==> src/rtl/pmfn_pkg.sv <==
package pmfn_pkg;

  // Byte offsets of the mapped configuration dwords
  localparam int OFF_CMD    = 'h04;
  localparam int OFF_PMBASE = 'h40;
  localparam int OFF_MISC   = 'h48;
  localparam int OFF_PMCTL  = 'h80;
  localparam int OFF_SMB    = 'h90;
  localparam int OFF_SMBCTL = 'hd0;

  // Constant upper half of dword 0x04: fast back-to-back, medium select timing
  localparam logic [15:0] PCI_STS_VAL = 16'h0280;
  localparam logic [31:0] MISC_RST    = 32'h0000_0001;

  // PM1 event bit positions (shared by status and enable)
  localparam int PM1_TMR = 0;
  localparam int PM1_GBL = 5;
  localparam int PM1_PWR = 8;
  localparam int PM1_RTC = 10;

  localparam int PM1_IMPL = (1 << PM1_TMR) | (1 << PM1_GBL) |
                            (1 << PM1_PWR) | (1 << PM1_RTC);

endpackage

==> src/rtl/pmfn_cfg_regs.sv <==
module pmfn_cfg_regs
  import pmfn_pkg::*;
#(
  parameter int AW = 6,
  parameter int DW = 32
) (
  input  logic            clk,
  input  logic            rst,
  input  logic            cfg_wr,
  input  logic            cfg_rd,
  input  logic [AW-1:0]   cfg_dw,
  input  logic [DW/8-1:0] cfg_be,
  input  logic [DW-1:0]   cfg_wdata,
  output logic [DW-1:0]   cfg_rdata,
  output logic [DW-1:0]   pm_base,
  output logic            pm_en,
  output logic [15:0]     smb_base,
  output logic            smb_en
);

  localparam int NB = DW / 8;

  localparam logic [AW-1:0] IX_CMD    = AW'(OFF_CMD / 4);
  localparam logic [AW-1:0] IX_PMBASE = AW'(OFF_PMBASE / 4);
  localparam logic [AW-1:0] IX_MISC   = AW'(OFF_MISC / 4);
  localparam logic [AW-1:0] IX_PMCTL  = AW'(OFF_PMCTL / 4);
  localparam logic [AW-1:0] IX_SMB    = AW'(OFF_SMB / 4);
  localparam logic [AW-1:0] IX_SMBCTL = AW'(OFF_SMBCTL / 4);

  logic [15:0]   cmd_q;
  logic [DW-1:0] pmbase_q;
  logic [DW-1:0] misc_q;
  logic [7:0]    pmctl_q;
  logic [11:0]   smb_q;      // only address bits [15:4] are stored
  logic [3:0]    smbctl_q;   // low nibble of byte 0xd2

  logic [15:0]   cmd_nx;
  logic [11:0]   smb_nx;
  logic [DW-1:0] rd_word;

  function automatic logic [DW-1:0] lane_merge(input logic [DW-1:0] old_v,
                                               input logic [DW-1:0] new_v,
                                               input logic [NB-1:0] be);
    logic [DW-1:0] r;
    r = old_v;
    for (int i = 0; i < NB; i++) begin
      if (be[i]) r[i*8 +: 8] = new_v[i*8 +: 8];
    end
    return r;
  endfunction

  always_comb begin
    cmd_nx[15:8] = cfg_be[1] ? cfg_wdata[15:8] : cmd_q[15:8];
    cmd_nx[7:0]  = cfg_be[0] ? cfg_wdata[7:0]  : cmd_q[7:0];
    smb_nx[11:4] = cfg_be[1] ? cfg_wdata[15:8] : smb_q[11:4];
    smb_nx[3:0]  = cfg_be[0] ? cfg_wdata[7:4]  : smb_q[3:0];
  end

  always_comb begin
    case (cfg_dw)
      IX_CMD:    rd_word = {PCI_STS_VAL, cmd_q};
      IX_PMBASE: rd_word = pmbase_q;
      IX_MISC:   rd_word = misc_q;
      IX_PMCTL:  rd_word = {24'h0, pmctl_q};
      IX_SMB:    rd_word = {16'h0, smb_q, 4'h1};
      IX_SMBCTL: rd_word = {8'h0, 4'h0, smbctl_q, 16'h0};
      default:   rd_word = '0;
    endcase
  end

  always_ff @(posedge clk) begin
    if (rst) begin
      cmd_q     <= '0;
      pmbase_q  <= '0;
      misc_q    <= MISC_RST;
      pmctl_q   <= '0;
      smb_q     <= '0;
      smbctl_q  <= '0;
      cfg_rdata <= '0;
    end else begin
      if (cfg_wr) begin
        case (cfg_dw)
          IX_CMD:    cmd_q    <= cmd_nx;
          IX_PMBASE: pmbase_q <= lane_merge(pmbase_q, cfg_wdata, cfg_be);
          IX_MISC:   misc_q   <= lane_merge(misc_q, cfg_wdata, cfg_be);
          IX_PMCTL:  if (cfg_be[0]) pmctl_q <= cfg_wdata[7:0];
          IX_SMB:    smb_q    <= smb_nx;
          IX_SMBCTL: if (cfg_be[2]) smbctl_q <= cfg_wdata[19:16];
          default:   ;
        endcase
      end
      if (cfg_rd) cfg_rdata <= rd_word;
    end
  end

  assign pm_base  = pmbase_q;
  assign pm_en    = pmctl_q[0];
  assign smb_base = {smb_q, 4'h0};
  assign smb_en   = smbctl_q[0];


  sts_const_chk: assert property (@(posedge clk) disable iff (rst)
    (cfg_rd && cfg_dw == IX_CMD) |=> (cfg_rdata[31:16] == PCI_STS_VAL));


  smb_shape_chk: assert property (@(posedge clk) disable iff (rst)
    (cfg_rd && cfg_dw == IX_SMB) |=>
      (cfg_rdata[0] && cfg_rdata[3:1] == 3'b000 && cfg_rdata[31:16] == 16'h0));


  smbctl_nibble_chk: assert property (@(posedge clk) disable iff (rst)
    (cfg_rd && cfg_dw == IX_SMBCTL) |=> (cfg_rdata[31:20] == 12'h0 && cfg_rdata[15:0] == 16'h0));

endmodule

==> src/rtl/pmfn_io_win.sv <==
module pmfn_io_win #(
  parameter int AW    = 16,
  parameter int ALIGN = 4
) (
  input  logic          clk,
  input  logic          rst,
  input  logic          en_in,
  input  logic [AW-1:0] base_in,
  output logic          win_en,
  output logic [AW-1:0] win_base
);

  localparam logic [AW-1:0] LOW_MASK = AW'((64'd1 << ALIGN) - 64'd1);

  always_ff @(posedge clk) begin
    if (rst) begin
      win_en   <= 1'b0;
      win_base <= '0;
    end else begin
      win_en   <= en_in;
      win_base <= base_in & ~LOW_MASK;
    end
  end


  win_follow_chk: assert property (@(posedge clk) disable iff (rst)
    $past(!rst) |-> (win_en == $past(en_in)));


  win_align_chk: assert property (@(posedge clk) disable iff (rst)
    $past(!rst) |-> ((win_base & LOW_MASK) == '0 &&
                     (win_base | LOW_MASK) == ($past(base_in) | LOW_MASK)));

endmodule

==> src/rtl/pmfn_pm1.sv <==
module pmfn_pm1
  import pmfn_pkg::*;
#(
  parameter int PW = 16
) (
  input  logic          clk,
  input  logic          rst,
  input  logic [PW-1:0] evt_set,
  input  logic          pm_wr,
  input  logic          pm_rd,
  input  logic          pm_sel,
  input  logic [PW-1:0] pm_wdata,
  output logic [PW-1:0] pm_rdata,
  output logic          sci,
  output logic          tmr_arm
);

  localparam logic [PW-1:0] IMPL = PW'(PM1_IMPL);

  logic [PW-1:0] sts_q;
  logic [PW-1:0] en_q;
  logic [PW-1:0] clr;

  assign clr = (pm_wr && !pm_sel) ? pm_wdata : '0;

  always_ff @(posedge clk) begin
    if (rst) begin
      sts_q    <= '0;
      en_q     <= '0;
      pm_rdata <= '0;
    end else begin
      sts_q <= ((sts_q & ~clr) | evt_set) & IMPL;
      if (pm_wr && pm_sel) en_q <= pm_wdata & IMPL;
      if (pm_rd) pm_rdata <= pm_sel ? en_q : sts_q;
    end
  end

  assign sci     = |(sts_q & en_q & IMPL);
  assign tmr_arm = en_q[PM1_TMR] & ~sts_q[PM1_TMR];


  sci_cause_chk: assert property (@(posedge clk) disable iff (rst)
    $rose(sci) |-> ($past(|evt_set) || $past(pm_wr && pm_sel)));


  w1c_chk: assert property (@(posedge clk) disable iff (rst)
    (pm_wr && !pm_sel && pm_wdata[PM1_PWR] && !evt_set[PM1_PWR]) |=> !sts_q[PM1_PWR]);


  set_wins_chk: assert property (@(posedge clk) disable iff (rst)
    (|evt_set) |=> ((sts_q & $past(evt_set & IMPL)) == $past(evt_set & IMPL)));


  tmr_evt_chk: assert property (@(posedge clk) disable iff (rst)
    evt_set[PM1_TMR] |=> !tmr_arm);

endmodule

==> src/rtl/pmfn_regwin.sv <==
module pmfn_regwin
  import pmfn_pkg::*;
#(
  parameter int CFG_AW        = 6,
  parameter int CFG_DW        = 32,
  parameter int PM1_W         = 16,
  parameter int SMB_AW        = 16,
  parameter int PM_WIN_BYTES  = 64,
  parameter int SMB_WIN_BYTES = 16
) (
  input  logic                clk,
  input  logic                rst,
  input  logic                cfg_wr,
  input  logic                cfg_rd,
  input  logic [CFG_AW-1:0]   cfg_dw,
  input  logic [CFG_DW/8-1:0] cfg_be,
  input  logic [CFG_DW-1:0]   cfg_wdata,
  output logic [CFG_DW-1:0]   cfg_rdata,
  input  logic                pm_wr,
  input  logic                pm_rd,
  input  logic                pm_sel,
  input  logic [PM1_W-1:0]    pm_wdata,
  output logic [PM1_W-1:0]    pm_rdata,
  input  logic                ev_tmr,
  input  logic                ev_glbl,
  input  logic                ev_pwrbtn,
  input  logic                ev_rtc,
  output logic                pm_win_en,
  output logic [CFG_DW-1:0]   pm_win_base,
  output logic                smb_win_en,
  output logic [SMB_AW-1:0]   smb_win_base,
  output logic                sci,
  output logic                tmr_arm
);

  localparam int PM_ALIGN  = $clog2(PM_WIN_BYTES);
  localparam int SMB_ALIGN = $clog2(SMB_WIN_BYTES);

  logic [CFG_DW-1:0] pm_base;
  logic              pm_en;
  logic [15:0]       smb_base;
  logic              smb_en;
  logic [PM1_W-1:0]  evt_vec;

  pmfn_cfg_regs #(.AW(CFG_AW), .DW(CFG_DW)) u_cfg (
    .clk(clk), .rst(rst),
    .cfg_wr(cfg_wr), .cfg_rd(cfg_rd), .cfg_dw(cfg_dw),
    .cfg_be(cfg_be), .cfg_wdata(cfg_wdata), .cfg_rdata(cfg_rdata),
    .pm_base(pm_base), .pm_en(pm_en),
    .smb_base(smb_base), .smb_en(smb_en)
  );

  pmfn_io_win #(.AW(CFG_DW), .ALIGN(PM_ALIGN)) u_pm_win (
    .clk(clk), .rst(rst), .en_in(pm_en), .base_in(pm_base),
    .win_en(pm_win_en), .win_base(pm_win_base)
  );

  pmfn_io_win #(.AW(SMB_AW), .ALIGN(SMB_ALIGN)) u_smb_win (
    .clk(clk), .rst(rst), .en_in(smb_en), .base_in(SMB_AW'(smb_base)),
    .win_en(smb_win_en), .win_base(smb_win_base)
  );

  always_comb begin
    evt_vec          = '0;
    evt_vec[PM1_TMR] = ev_tmr;
    evt_vec[PM1_GBL] = ev_glbl;
    evt_vec[PM1_PWR] = ev_pwrbtn;
    evt_vec[PM1_RTC] = ev_rtc;
  end

  pmfn_pm1 #(.PW(PM1_W)) u_pm1 (
    .clk(clk), .rst(rst), .evt_set(evt_vec),
    .pm_wr(pm_wr), .pm_rd(pm_rd), .pm_sel(pm_sel), .pm_wdata(pm_wdata),
    .pm_rdata(pm_rdata), .sci(sci), .tmr_arm(tmr_arm)
  );

endmodule

==> config.mk <==
export PLATFORM = sky130hd
export DESIGN_NAME = pmfn_regwin
export DESIGN_NICKNAME = d
export VERILOG_FILES = /design/src/rtl/pmfn_pkg.sv /design/src/rtl/pmfn_cfg_regs.sv /design/src/rtl/pmfn_io_win.sv /design/src/rtl/pmfn_pm1.sv /design/src/rtl/pmfn_regwin.sv
export SDC_FILE = /design/constraint.sdc
export NUM_CORES = 1
export LEC_CHECK = 0
export ABC_AREA = 0
export BUFFER_PORTS_ARGS = -buffer_cell sky130_fd_sc_hd__buf_4
export CORE_ASPECT_RATIO = 0.6
export CORE_UTILIZATION = 50
export CTS_CLUSTER_DIAMETER = 200
export DETAILED_ROUTE_END_ITERATION = 8
export PLACE_DENSITY = 0.74
export SYNTH_ARGS = -nofsm -noshare
export SYNTH_HDL_FRONTEND = slang
export SYNTH_SLANG_ARGS = --single-unit
==> constraint.sdc <==
create_clock -name clk -period 2.2 [get_ports clk]
set_input_delay 0.22 -clock clk [delete_from_list [all_inputs] [get_ports clk]]
set_output_delay 0.22 -clock clk [all_outputs]
set_load 0.02 [all_outputs]
### Word-level counts from Yosys, hierarchy flattened

Cells that the tools add are included.
Widths: inputs -> output; s select.

* equal/unequal tests: 6
* mux-type cells: 3
* bitwise operators: 6
* reductions and logical operators: 18

Operators with widths (count)
* $pmux 32 s6: 1
* $reduce_and 3->1: 14
* $and 11x11->11: 2
* $mux 11: 2
* $eq 6x6->1 const B: 3
* $eq 6x5->1 const B: 2
* $not 11->11: 1
* $or 11x11->11: 1
* $eq 6x1->1 const B: 1
* $reduce_or 4->1: 1
* $logic_and 1x1->1: 2
* $and 1x1->1: 1
* $logic_not 1->1: 1
* $not 1->1: 1

* flip-flop bits (word level): 210
* output and inout bits: 100

### Longest topological paths before layout

* depth in word-level cells: 6
* gate-level depth with buffers: 8
* depth with buffers taken out: 4

### Hierarchy

Synthesis repeated with hierarchy kept, for this count alone.

* cells, all modules: 726
* area, all modules: 7484.7 um^2

By module, submodules not included
* pmfn_cfg_regs: instances 1, cells an instance 560, area each 5600.4 um^2
* pmfn_io_win (u_pm_win): instances 1, cells an instance 63, area each 798.3 um^2
* pmfn_pm1: instances 1, cells an instance 70, area each 653.1 um^2
* pmfn_io_win (u_smb_win): instances 1, cells an instance 32, area each 429.2 um^2
* pmfn_regwin: instances 1, cells an instance 1, area each 3.8 um^2

### Worst setup path after synthesis

Ideal clock, no wire load.

* kind: input to register
* start: input cfg_dw[1]
* end: register u_cfg.pmctl_q[0]
* setup time: 0.128 ns
* arrival time: 1.748 ns
* required time: 2.072 ns
* setup slack: 0.324 ns
* cell stages on the path: 7
* buffers on the path: 3
* cell sequence: buf_6 > or4b_1 > buf_2 > or4_1 > buf_6 > mux2i_1 > nor2_1

* longest elaborated chain between the ends: 2

Ends and longest elaborated chain
* start: declaration: line pmfn_regwin.sv:15 `input logic [CFG_AW-1:0] cfg_dw,`
* $eq 6x6->1: line pmfn_cfg_regs.sv:82 `case (cfg_dw)`
* $reduce_and 3->1 (no line)
* end signal: assignment: line pmfn_cfg_regs.sv:86 `IX_PMCTL: if (cfg_be[0]) pmctl_q <= cfg_wdata[7:0];`
* end: declaration: line pmfn_cfg_regs.sv:33 `logic [7:0] pmctl_q;`

Every way passes these cells.
A chain may end at the register's enable or synchronous reset.

### Worst setup path after layout

* start: input cfg_dw[0]
* end: register u_cfg.cfg_rdata[9]

* longest elaborated chain between the ends: 2

Ends and longest elaborated chain
* $eq 6x6->1, or another cell as far along: line pmfn_cfg_regs.sv:60 `case (cfg_dw)`
* $pmux 32 s6 (*): line pmfn_cfg_regs.sv:60
* end signal: assignment: line pmfn_cfg_regs.sv:92 `if (cfg_rd) cfg_rdata <= rd_word;`
* end: declaration: line pmfn_cfg_regs.sv:14 `output logic [DW-1:0] cfg_rdata,`

Mark *: on every way between the ends. The rest lies on a longest branch, timed or not.

==> metrics.md <==
| Metric | Value |
|---|---|
| Antenna violations before repair | 0 |
| Worst Hold Class | in -> reg |
| Post-synthesis simple-gate area fraction | between 10% and 20% |
| Worst Hold Endpoint | u_pm1.sts_q[10]$_SDFF_PP0_ |
| Area share of fa/ha/maj cells after synthesis | 0% |
| GR Util All Layers | around a quarter |
| Fin nets | 950 |
| N_diodes | 0 |
| Fmax achieved | roughly 570 MHz |
| Vias | between 5,000 and 6,000 |
| Commonest non-fill, non-tap cell in the layout | dfxtp_1 |
| Post-synthesis compound-gate area fraction | a little under a tenth |
| Number of H-tree levels | 4 |
| Clock Tree Root | clkbuf_16 |
| Post-layout util | about 66% |
| Seq cells post-synth | roughly 190 |
| Max-slew violation count | 0 |
| Final count of negative-setup-slack endpoints | 0 |
| Worst Setup Start Kind | input port |
| Most frequent cells in the layout | dfxtp_1, buf_4, nor2_1 |
| Post-CTS Setup Inserts | 0 |
| Kind of critical path | in -> reg |
| Ys flop type | dfxtp_1 |
| Avg Vias per Cell | approximately 5.4 |
| Clk buf depth | 2 |
| P_int | 5.23 mW |
| Share of the synthesized area in the top cell type | 51.4% |
| Power Density | 746 nW/um2 |
| Post-synth EDFFs | 0 |
| Share of post-route cells with drive strength above 1 | around 24% |
| Placement Setup Slack | between 0.01 and 0.015 ns |
| Setup TNS | 0 ns |
| Overall die width | about 160 um |
| Synth warnings | 0 |
| Routed Antenna Nets | 0 |
| Power share of the sequential group | about half |
| Die area | approximately 15,000 um2 |
| Largest net degree at the start of global routing | 159 |
| WP data required | between 2 and 2.5 ns |
| CP Capture Type | flop |
| Syn Area/Cell | about 10 um2 |
| First-pass detailed-route iteration total | 7 |
| WL per Instance | approximately 17 um |
| Area post-placement | between 8000 and 9000 um2 |
| Post-CTS resize count | 0 |
| Leakage power | between 3 and 4 nW |
| CTS tree | done |
| # clock sinks | 188 |
| Area delta synth->final | 26.0% |
| Ranking of synthesized cells by area | dfxtp_1, mux2i_1, nor2_1 |
| Multiplexer share of the synthesized area | about 15% |
| Final Hold Fails | 0 |
| Worst r2r src | u_cfg.pm_base[15]$_SDFFE_PP0P_ |
| Worst-Skew Late Latency | between 0.4 and 0.5 ns |
| CTS clk-pin slew, worst paths | ~0.07 ns |
| Std cell rows | 33 |
| Leading area contributor after synthesis | dfxtp_1 |
| Num CTS Buffers | 17 |
| Ratio of final minimum period to clock period | between 80% and 90% |
| Seq/Total Area, Yosys | between 50% and 60% |
| Core outline area | about 14,000 um2 |
| RSZ-0062 raised after global routing | no |
| Worst-path fanout max | 25 |
| Maxcap violations | 0 |
| Overflow after GRT | 0 |
| Crit path arrival time | about 2.0 ns |
| Die height | between 90 and 100 um |
| Register-to-Register Path Depth | 4 |
| Placer Congestion | about 0.93 |
| Setup ws final | approximately 0.43 ns |
| XOR/XNOR Fraction of Synth Area | 0% |
| Status | finished clean |
| Maximum vdd drop | between 0.0005 and 0.0006 V |
| Detail Placement HPWL | about 13,000 um |
| Reg-to-Reg End | u_cfg.cfg_rdata[15]$_SDFFE_PP0P_ |
| Final non-filler cell area | between 9000 and 10,000 um2 |
| Hold path start | ev_rtc |
| Largest family of logic cells by synthesized area | simple AND/OR/NAND/NOR gates |
| Cell area after synthesis | 7330 um2 |
| Io pins | 169 |
| Post-CTS Hold Buffers | 2 |
| Switching Share | around 24% |
| Initial drt markers | slightly above 400 |
| Hold path cells | 3 |
| Skew final | between 0.008 and 0.009 ns |
| First-pass GRT wire length | about 28,000 um |
| Drc violations | 0 |
| Net switching power | about 1.7 mW |
| Number of global-route vias before repair | roughly 5,600 |
| Max-slew headroom | between 20% and 30% |
| Clk pwr share | between 40% and 50% |
| Initial Util | between 50% and 60% |
| Synth Instances | between 700 and 800 |
| Worst-Margin Slew | approximately 1.2 ns |
| Logic pwr share | under 10% |
| Synth cell types | 42 |
| Async SR Flop Fraction | 0% |
| Min cycle time layout | approximately 1.8 ns |
| Reg2reg setup slack | around 1.1 ns |
| Detailed Route WL | roughly 18,000 um |
| Port bufs | roughly 130 |
| Filler cells | roughly 1,100 |
[power by group through the flow]
stage	logic (mW)	registers (mW)	clock network [mW]
after detailed placement	0.357	3.51	0
after floorplan	0.221	3.51	0
after global placement	0.349	3.51	0
final	0.365	3.43	3.09
after global routing	0.392	3.43	3.27
after CTS	0.362	3.43	3.13
[cells by family after synthesis]
group | Yosys count
compound gates | 96
buf+inv | 68
flops | 188
mux | 111
other cells | 1
simple gates | 272
[per-stage QoR]
stage | hold slack (ns) | instances | total power [mW]
2_1_floorplan | 0.337 | 757 | 3.74
3_3_place_gp | 0.426 | 1052 | 3.86
3_5_place_dp | 0.438 | 1052 | 3.87
4_1_cts | 0.0148 | 1086 | 6.92
5_1_grt | 0.0334 | 1086 | 7.10
6_report | 0.0202 | 1086 | 6.89
[registers in the layout (all words and copies together), names as in the netlist]
name                flops
u_pm1.pm_rdata          4
u_smb_win.win_en        1
u_cfg.smb_q            12
u_cfg.cmd_q            16
u_cfg.pm_base          32
u_smb_win.win_base     12
u_cfg.misc_q           32
u_pm_win.win_en         1
u_cfg.pmctl_q           8
u_pm1.en_q              4
u_cfg.cfg_rdata        32
u_pm_win.win_base      26
u_pm1.sts_q             4
u_cfg.smbctl_q          4
[routing by layer]
layer	GRT usage (%)	vias up	wire length [um]
li1	-	2797	-
met1	33.0	2772	8240
met5	0	-	0
met2	38.8	239	8260
met4	7.21	0	213
met3	6.53	27	1390
[Yosys cell counts (all sizes together), types with 5 or more instances]
| cell | instances |
|---|---|
| a21oi | 14 |
| a221oi | 13 |
| a222oi | 6 |
| a22oi | 20 |
| a31oi | 7 |
| and2 | 5 |
| buf | 41 |
| clkbuf | 26 |
| dfxtp | 188 |
| mux2i | 111 |
| nand2 | 47 |
| nand3 | 6 |
| nand3b | 12 |
| nor2 | 122 |
| nor2b | 47 |
| nor3 | 18 |
| o21ai | 23 |
[how the worst max path moves through the flow]
stage | start | end | cells after the start
2_1_floorplan | cfg_dw[1] | u_cfg.pmctl_q[0]$_SDFFE_PP0P_ | 7
3_3_place_gp | cfg_dw[0] | u_cfg.cfg_rdata[17]$_SDFFE_PP0P_ | 5
3_5_place_dp | cfg_dw[0] | u_cfg.cfg_rdata[9]$_SDFFE_PP0P_ | 5
4_1_cts | cfg_dw[0] | u_cfg.cfg_rdata[9]$_SDFFE_PP0P_ | 5
5_1_grt | cfg_dw[0] | u_cfg.cfg_rdata[25]$_SDFFE_PP0P_ | 5
6_report | cfg_dw[0] | u_cfg.cfg_rdata[9]$_SDFFE_PP0P_ | 5
[worst max-delay path, cell delays in order]
cell      delay, ns
buf_4          0.15
nor3b_2        0.22
o2111a_1       0.29
nor2_2         0.89
a22oi_1        0.23
[area by class of cell]
class / instances / area (um2) / share of cell area [%]
multi-input cells: 501 / 3260 / 35.3
clock buffers: 19 / 453 / 4.91
inverters: 1 / 3.75 / 0.0407
clock inverters: 13 / 151 / 1.64
flip-flops and latches: 188 / 3760 / 40.8
repair buffers: 172 / 1360 / 14.7
well taps: 192 / 240 / 2.60
No activity file was read; power rests on OpenSTA's default activity.
